<file path="config.mk">
export PLATFORM = sky130hd
export DESIGN_NAME = qual_evt_counter
export DESIGN_NICKNAME = d
export VERILOG_FILES = /design/src/rtl/qec_pkg.sv /design/src/rtl/qec_cfg_reg.sv /design/src/rtl/qec_qualifier.sv /design/src/rtl/qec_counter.sv /design/src/rtl/qual_evt_counter.sv
export SDC_FILE = /design/constraint.sdc
export NUM_CORES = 1
export LEC_CHECK = 0
export CAP_MARGIN = 20
export CORE_AREA = 2 2 138 140
export DETAILED_ROUTE_END_ITERATION = 6
export DIE_AREA = 0 0 140 142
export PLACE_DENSITY = 0.56
export SLEW_MARGIN = 10
export SYNTH_ARGS = -nofsm -noshare
export SYNTH_HDL_FRONTEND = slang
export SYNTH_HIERARCHICAL = 1
export SYNTH_SLANG_ARGS = --single-unit
</file>
<file path="constraint.sdc">
create_clock -name clk -period 6.4 [get_ports clk]
set_input_delay 0.64 -clock clk [delete_from_list [all_inputs] [get_ports clk]]
set_output_delay 0.64 -clock clk [all_outputs]
set_load 0.005 [all_outputs]
</file>
<file path="src/rtl/qec_pkg.sv">
package qec_pkg;
   localparam int MASK_W = 8;

   typedef struct packed {
      logic             en;        // 14
      logic             rollback;  // 13
      logic             txn_only;  // 12
      logic             edge_det;  // 11
      logic             inv;       // 10
      logic             lvl0_en;   // 9
      logic             lvl123_en; // 8
      logic [MASK_W-1:0] thresh;   // 7:0
   } cfg_t;

   localparam int CFG_W = $bits(cfg_t);
endpackage

</file>
<file path="src/rtl/qec_cfg_reg.sv">
module qec_cfg_reg
   import qec_pkg::*;
(
   input  logic             clk,
   input  logic             rst_n,
   input  logic             we,
   input  logic [CFG_W-1:0] wdata,
   output cfg_t             cfg,
   output logic             invalid
);
   cfg_t cfg_q;

   always_ff @(posedge clk) begin
      if (!rst_n)  cfg_q <= '0;
      else if (we) cfg_q <= cfg_t'(wdata);
   end

   assign cfg     = cfg_q;
   assign invalid = cfg_q.edge_det & (cfg_q.thresh == '0);
endmodule

</file>
<file path="src/rtl/qec_qualifier.sv">
module qec_qualifier
   import qec_pkg::*;
#(
   parameter int EVT_W   = 8,
   parameter bit HAS_TXN = 1'b1
) (
   input  logic             clk,
   input  logic             rst_n,
   input  cfg_t             cfg,
   input  logic             invalid,
   input  logic [EVT_W-1:0] evt_cnt,
   input  logic [1:0]       priv_lvl,
   input  logic             in_txn,
   output logic [EVT_W-1:0] inc
);
   localparam int CMP_W = (EVT_W > MASK_W) ? EVT_W : MASK_W;

   logic [CMP_W-1:0] evt_x, thr_x;
   logic             hit, cond, prev_cond_q, priv_ok, txn_ok, gate, raw_mode;

   assign evt_x    = CMP_W'(evt_cnt);
   assign thr_x    = CMP_W'(cfg.thresh);
   assign raw_mode = (cfg.thresh == '0);
   assign cond     = (evt_x >= thr_x) ^ cfg.inv;
   assign priv_ok  = (priv_lvl == 2'd0) ? cfg.lvl0_en : cfg.lvl123_en;

   generate
      if (HAS_TXN) begin : g_txn_filter
         assign txn_ok = ~cfg.txn_only | in_txn;
      end else begin : g_no_txn_filter
         assign txn_ok = 1'b1;
      end
   endgenerate

   assign gate = cfg.en & priv_ok & txn_ok & ~invalid;

   // history of the threshold condition, tracked every cycle
   always_ff @(posedge clk) begin
      if (!rst_n) prev_cond_q <= 1'b0;
      else        prev_cond_q <= cond;
   end

   assign hit = cfg.edge_det ? (cond & ~prev_cond_q) : cond;

   always_comb begin
      if (!gate)         inc = '0;
      else if (raw_mode) inc = evt_cnt;
      else               inc = EVT_W'(hit);
   end
endmodule

</file>
<file path="src/rtl/qec_counter.sv">
module qec_counter #(
   parameter int CNT_W   = 48,
   parameter int EVT_W   = 8,
   parameter bit HAS_TXN = 1'b1
) (
   input  logic             clk,
   input  logic             rst_n,
   input  logic [EVT_W-1:0] inc,
   input  logic             sw_we,
   input  logic [CNT_W-1:0] sw_wdata,
   input  logic             ovf_clr,
   input  logic             in_txn,
   input  logic             txn_abort,
   input  logic             rollback_en,
   output logic [CNT_W-1:0] cnt,
   output logic             ovf
);
   logic [CNT_W-1:0] cnt_q, ckpt_val;
   logic [CNT_W:0]   sum_w;
   logic             ovf_q, do_restore, wrap;

   assign sum_w = {1'b0, cnt_q} + (CNT_W+1)'(inc);

   generate
      if (HAS_TXN) begin : g_ckpt
         logic [CNT_W-1:0] ckpt_q;
         logic             ckpt_v_q, txn_q;

         always_ff @(posedge clk) begin
            if (!rst_n) begin
               ckpt_q   <= '0;
               ckpt_v_q <= 1'b0;
               txn_q    <= 1'b0;
            end else begin
               txn_q <= in_txn;
               if (sw_we || txn_abort) begin
                  ckpt_v_q <= 1'b0;
               end else if (in_txn && !txn_q) begin
                  ckpt_q   <= cnt_q;
                  ckpt_v_q <= 1'b1;
               end else if (!in_txn) begin
                  ckpt_v_q <= 1'b0;
               end
            end
         end

         assign do_restore = ckpt_v_q & txn_abort & rollback_en;
         assign ckpt_val   = ckpt_q;
      end else begin : g_no_ckpt
         assign do_restore = 1'b0;
         assign ckpt_val   = '0;
      end
   endgenerate

   assign wrap = ~sw_we & ~do_restore & sum_w[CNT_W];

   always_ff @(posedge clk) begin
      if (!rst_n) begin
         cnt_q <= '0;
         ovf_q <= 1'b0;
      end else begin
         if (sw_we)           cnt_q <= sw_wdata;
         else if (do_restore) cnt_q <= ckpt_val;
         else                 cnt_q <= sum_w[CNT_W-1:0];
         if (wrap)            ovf_q <= 1'b1;
         else if (ovf_clr)    ovf_q <= 1'b0;
      end
   end

   assign cnt = cnt_q;
   assign ovf = ovf_q;

   AST_SW_WRITE_WINS: assert property (@(posedge clk) disable iff (!rst_n)
      sw_we |=> cnt_q == $past(sw_wdata));
   AST_OVF_STICKY: assert property (@(posedge clk) disable iff (!rst_n)
      (ovf_q && !ovf_clr) |=> ovf_q);
   AST_WRAP_SETS_OVF: assert property (@(posedge clk) disable iff (!rst_n)
      (!$past(sw_we) && !$past(txn_abort) && (cnt_q < $past(cnt_q))) |-> ovf_q);
endmodule

</file>
<file path="src/rtl/qual_evt_counter.sv">
module qual_evt_counter #(
   parameter int CNT_W   = 48,
   parameter int EVT_W   = 8,
   parameter int CFG_W   = 15,
   parameter bit HAS_TXN = 1'b1
) (
   input  logic             clk,
   input  logic             rst_n,
   input  logic [EVT_W-1:0] evt_cnt,
   input  logic [1:0]       priv_lvl,
   input  logic             in_txn,
   input  logic             txn_abort,
   input  logic             cfg_we,
   input  logic [CFG_W-1:0] cfg_wdata,
   input  logic             cnt_we,
   input  logic [CNT_W-1:0] cnt_wdata,
   input  logic             ovf_clr,
   output logic [CNT_W-1:0] cnt_value,
   output logic             ovf_flag,
   output logic             cfg_invalid
);
   import qec_pkg::*;

   initial begin
      assert (CNT_W > EVT_W) else $error("counter must be wider than event input");
      assert (EVT_W >= 1)    else $error("event input width must be positive");
      assert (CFG_W == qec_pkg::CFG_W) else $error("config width mismatch");
   end

   cfg_t             cfg_q;
   logic [EVT_W-1:0] inc;

   qec_cfg_reg u_cfg (
      .clk(clk), .rst_n(rst_n), .we(cfg_we), .wdata(cfg_wdata),
      .cfg(cfg_q), .invalid(cfg_invalid)
   );

   qec_qualifier #(.EVT_W(EVT_W), .HAS_TXN(HAS_TXN)) u_qual (
      .clk(clk), .rst_n(rst_n), .cfg(cfg_q), .invalid(cfg_invalid),
      .evt_cnt(evt_cnt), .priv_lvl(priv_lvl), .in_txn(in_txn), .inc(inc)
   );

   qec_counter #(.CNT_W(CNT_W), .EVT_W(EVT_W), .HAS_TXN(HAS_TXN)) u_cnt (
      .clk(clk), .rst_n(rst_n), .inc(inc), .sw_we(cnt_we), .sw_wdata(cnt_wdata),
      .ovf_clr(ovf_clr), .in_txn(in_txn), .txn_abort(txn_abort),
      .rollback_en(cfg_q.rollback), .cnt(cnt_value), .ovf(ovf_flag)
   );

   AST_INVALID_HOLDS: assert property (@(posedge clk) disable iff (!rst_n)
      (cfg_invalid && !cnt_we && !txn_abort) |=> $stable(cnt_value));
   AST_DISABLED_HOLDS: assert property (@(posedge clk) disable iff (!rst_n)
      (!cfg_q.en && !cnt_we && !txn_abort) |=> $stable(cnt_value));
endmodule

</file>
==> results by group <==
Run status
  • Status: finished with violations
  • Failing checks: design-rule violations

Clock network
  • CTS Hold Bufs: 0
  • CTS resizes: 0
  • Clock tree sinks: 115
  • Clock Tree Root: clkbuf_16
  • Clk_lat worst skew: 0.42 ns
  • Post-CTS Setup Repair Bufs: 0
  • CTS tree: yes
  • Clock tree buffer depth: 2
  • Clock transition at path regs: 0.05 ns
  • Num CTS Buffers: 17
  • Max H-tree Level: 4

Yosys
  • Synth warnings: 6
  • Mux contribution to synthesized area: 0.0350
  • Register area share after synthesis: 0.362
  • Synth Flop Type: dfxtp_1
  • Synth Area in XOR/XNOR: 0.0427
  • Seq cells post-synth: 115
  • Synth unique cells: 78
  • Syn nets: 868
  • Cells after Synth: 771
  • Synth top area share: 0.362
  • Synthesized area: 6360 um2
  • Synthesized area per cell: 8.24 um2
  • Compound-Gate Fraction of Synth Area: 0.232
  • EDFF count, synth: 0
  • Synth Area in Adders: 0.0346
  • Post-Synth Simple-Gate Area: 0.243
  • Largest family of logic cells by synthesized area: simple AND/OR/NAND/NOR gates
  • Async set or reset register ratio after synthesis: 0
  • Area leader, netlist: dfxtp_1
  • Top post-synthesis cells by area: dfxtp_1 36%, nand2_1 8.4%, a21oi_1 6.9%, xnor2_1 3.4%, ha_1 3.1%

Critical path
  • Worst Path Required: 6.71 ns
  • Worst r2r src: u_cfg/cfg[0]
  • Setup crit start kind: input pin
  • CP top delay family: compound AO/OA/AOI/OAI gates
  • Worst Setup SP: evt_cnt[0]
  • Crit path arrival time: 5.23 ns
  • Most common cell on crit path: ha_1
  • Critical Path Max Stage Delay: 0.74 ns
  • Crit. End Element: register
  • Critical path class: input pin to register
  • CP max-delay cell: a221oi_2
  • Critical path buffers and inverters: 2
  • Cell-by-cell trace of the critical path: clkdlybuf4s50_1 > inv_1 > ha_1 > nand2b_4 > a2111oi_4 > nor3_2 > o41a_1 > nand3_1 > o31ai_1 > ha_1 > fa_1 > a21o_1 > a221oi_2 > o21ai_0 > nand4_1 > nor3_1 > a221o_1
  • Crit path max fanout: 8

Global route
  • First-pass GRT wire length: 32900 um
  • Vias in the first global route: 5789
  • Pin count of the biggest net entering global routing: 66
  • GRT Overall Usage: 0.211
  • Met3 Resource Use GR: 0.0363
  • Total grt overflow: 0
  • Initial antenna violation count: 0
  • GRT Max-Usage Layer: met2
  • Global Route met1 Usage: 0.296
  • Met2 Track Usage GR: 0.330

Die
  • Die H: 142 um
  • Initial Util: 0.344
  • Die area: 19900 um2
  • IO Pins: 130
  • Die width: 140 um
  • Placeable core region: 18500 um2
  • Floorplan row count: 50

Pwr
  • Max VDD drop: 0.183 mV
  • P_leak: 2.88 nW
  • Comb power frac: 0.120
  • Sw Pwr: 0.000490 W
  • Sw frac: 0.252
  • Clock power frac: 0.475
  • P_int: 0.00145 W
  • Pwr per Cell Area: 233 nW/um2
  • Flop pwr share: 0.406

STA
  • Hold WS: 0.450 ns
  • Final min period: 4.92 ns
  • RSZ-0062 raised after global routing: no
  • Fin Setup TNS: 0 ns
  • Period utilisation layout: 0.768
  • Worst slew margin: 0.388
  • Setup violators final: 0
  • Max Transition Viols Final: 0
  • Hold Fails Final Rpt: 0
  • Slew at the pin closest to its max-slew limit: 0.915 ns
  • FMAX: 0.203 GHz
  • Clk_skew: 0.00668 ns

Cells and area
  • Register Area: 2300 um2
  • Share of cells above drive strength 1: 0.0876
  • Multi-input gate area: 3750 um2
  • # diodes: 0
  • Layout area overhead: 31.1%
  • Most frequent cells in the layout: 142 x nand2_1, 127 x clkdlybuf4s50_1, 115 x dfxtp_1
  • Leading cell type in the layout, fill and taps excluded: nand2_1
  • Fin nets: 974
  • Filler Cell Count: 1817

Detailed routing
  • Post-route ant nets: 0
  • Drt wl/cell: 18.5 um
  • Drt total wl: 20700 um
  • Via density: 5.41
  • Initial DRC count: 459
  • Via Count: 6081
  • Pre-antenna DRT Iters: 7
  • # DRC: 6

Place
  • I/O Buffers: 129
  • Post-DP HPWL: 13600 um
  • RD Place Congestion: 0.823

Flow run
  • Max Cap Violations: 0

Min path
  • Hold path startpoint: u_cnt/ckpt_val[33]
  • Hold Path Class: register to register
-- worst register-to-register path, cell delays in order, from the launching register on --
cell	delay [ns]
dfxtp_1	0.39
ha_1	0.26
nand2b_4	0.15
a2111oi_4	0.35
nor3_2	0.09
o41a_1	0.33
nand3_1	0.07
o31ai_1	0.09
ha_1	0.24
fa_1	0.42
a21o_1	0.22
a221oi_2	0.74
o21ai_0	0.51
nand4_1	0.25
nor3_1	0.06
a221o_1	0.27
-- metrics by stage --
step                setup WS (ns)   util  total power [W]  area [um2]  std cells
floorplan                    2.20      -         0.000904        6360        771
global placement             1.23  0.421          0.00103        7770       1092
detailed placement           1.17  0.421          0.00103        7770       1092
CTS                          1.57  0.452          0.00195        8340       1124
global route                 1.31  0.452          0.00201        8340       1124
finish                       1.48  0.452          0.00194        8340       1124
-- power by group through the flow --
stage                     registers [W]  logic [W]  clock network (W)
after floorplan                0.000790   0.000113                  0
after global placement         0.000804   0.000231                  0
after detailed placement       0.000803   0.000232                  0
after CTS                      0.000788   0.000234           0.000933
after global routing           0.000793   0.000255           0.000966
final                          0.000788   0.000232           0.000923
-- cell type report --
cell class              count  share of cell area
clock buffers              22              0.0545
clock inverters            10              0.0131
inverters                  20             0.00901
multi-input cells         584               0.449
flip-flops and latches    115               0.276
well taps                 234              0.0351
repair buffers            139               0.163
-- registers in the layout, summed over array words and instances, names as in the netlist --
signal / count
u_cnt/ckpt_val: 48
u_qual/prev_cond_q: 1
u_cnt/g_ckpt.txn_q: 1
u_cfg/cfg: 15
u_cnt/g_ckpt.ckpt_v_q: 1
u_cnt/ovf: 1
u_cnt/cnt: 48
-- path summary, 6_finish.rpt --
path | depth (start not counted) | slack [ns] | end
worst max-delay path | 17 | 1.48 | u_cnt/cnt[32]
worst max register to register | 15 | 1.85 | u_cnt/cnt[32]
worst min-delay path | 2 | 0.45 | u_cnt/ckpt_val[33]
worst min register to register | 2 | 0.45 | u_cnt/ckpt_val[33]
-- Yosys cell counts (3+ instances only) --
| master | number |
|---|---|
| nand2_1 | 142 |
| dfxtp_1 | 115 |
| a21oi_1 | 88 |
| clkbuf_1 | 37 |
| o21ai_0 | 30 |
| and3_1 | 26 |
| nor3_1 | 26 |
| xnor2_1 | 25 |
| nor2_1 | 22 |
| a211oi_1 | 20 |
| inv_1 | 20 |
| mux2i_1 | 20 |
| nand3_1 | 20 |
| ha_1 | 16 |
| nor2b_1 | 16 |
| and2_1 | 9 |
| o22ai_1 | 9 |
| buf_2 | 7 |
| a2111oi_4 | 6 |
| nand4_1 | 6 |
| nor4_1 | 6 |
| o21a_1 | 6 |
| xor2_1 | 6 |
| or3_1 | 5 |
| o211ai_1 | 4 |
| a2111oi_2 | 3 |
| a21o_1 | 3 |
| a221oi_1 | 3 |
| and4_1 | 3 |
| buf_6 | 3 |
| nor4_2 | 3 |
| o211a_1 | 3 |
| o311ai_0 | 3 |
| o31ai_1 | 3 |
-- metal layers --
layer  vias up  wire length (um)
met4         0               318
met1      2895             10200
met3        25               990
li1       2990                 -
met2       171              9210
met5         -                 0
-- logic make-up (layout without fill, tap and decap cells) --
logic type | after synthesis | count (layout)
DFF | 115 | 115
adders and majority gates | 17 | 17
xor gates and xnor gates | 31 | 31
buffers and inverters | 72 | 191
and+or+nand+nor | 306 | 306
muxes | 22 | 22
AOI/OAI and AO/OA | 208 | 208
(Power assumes the default switching activity.)
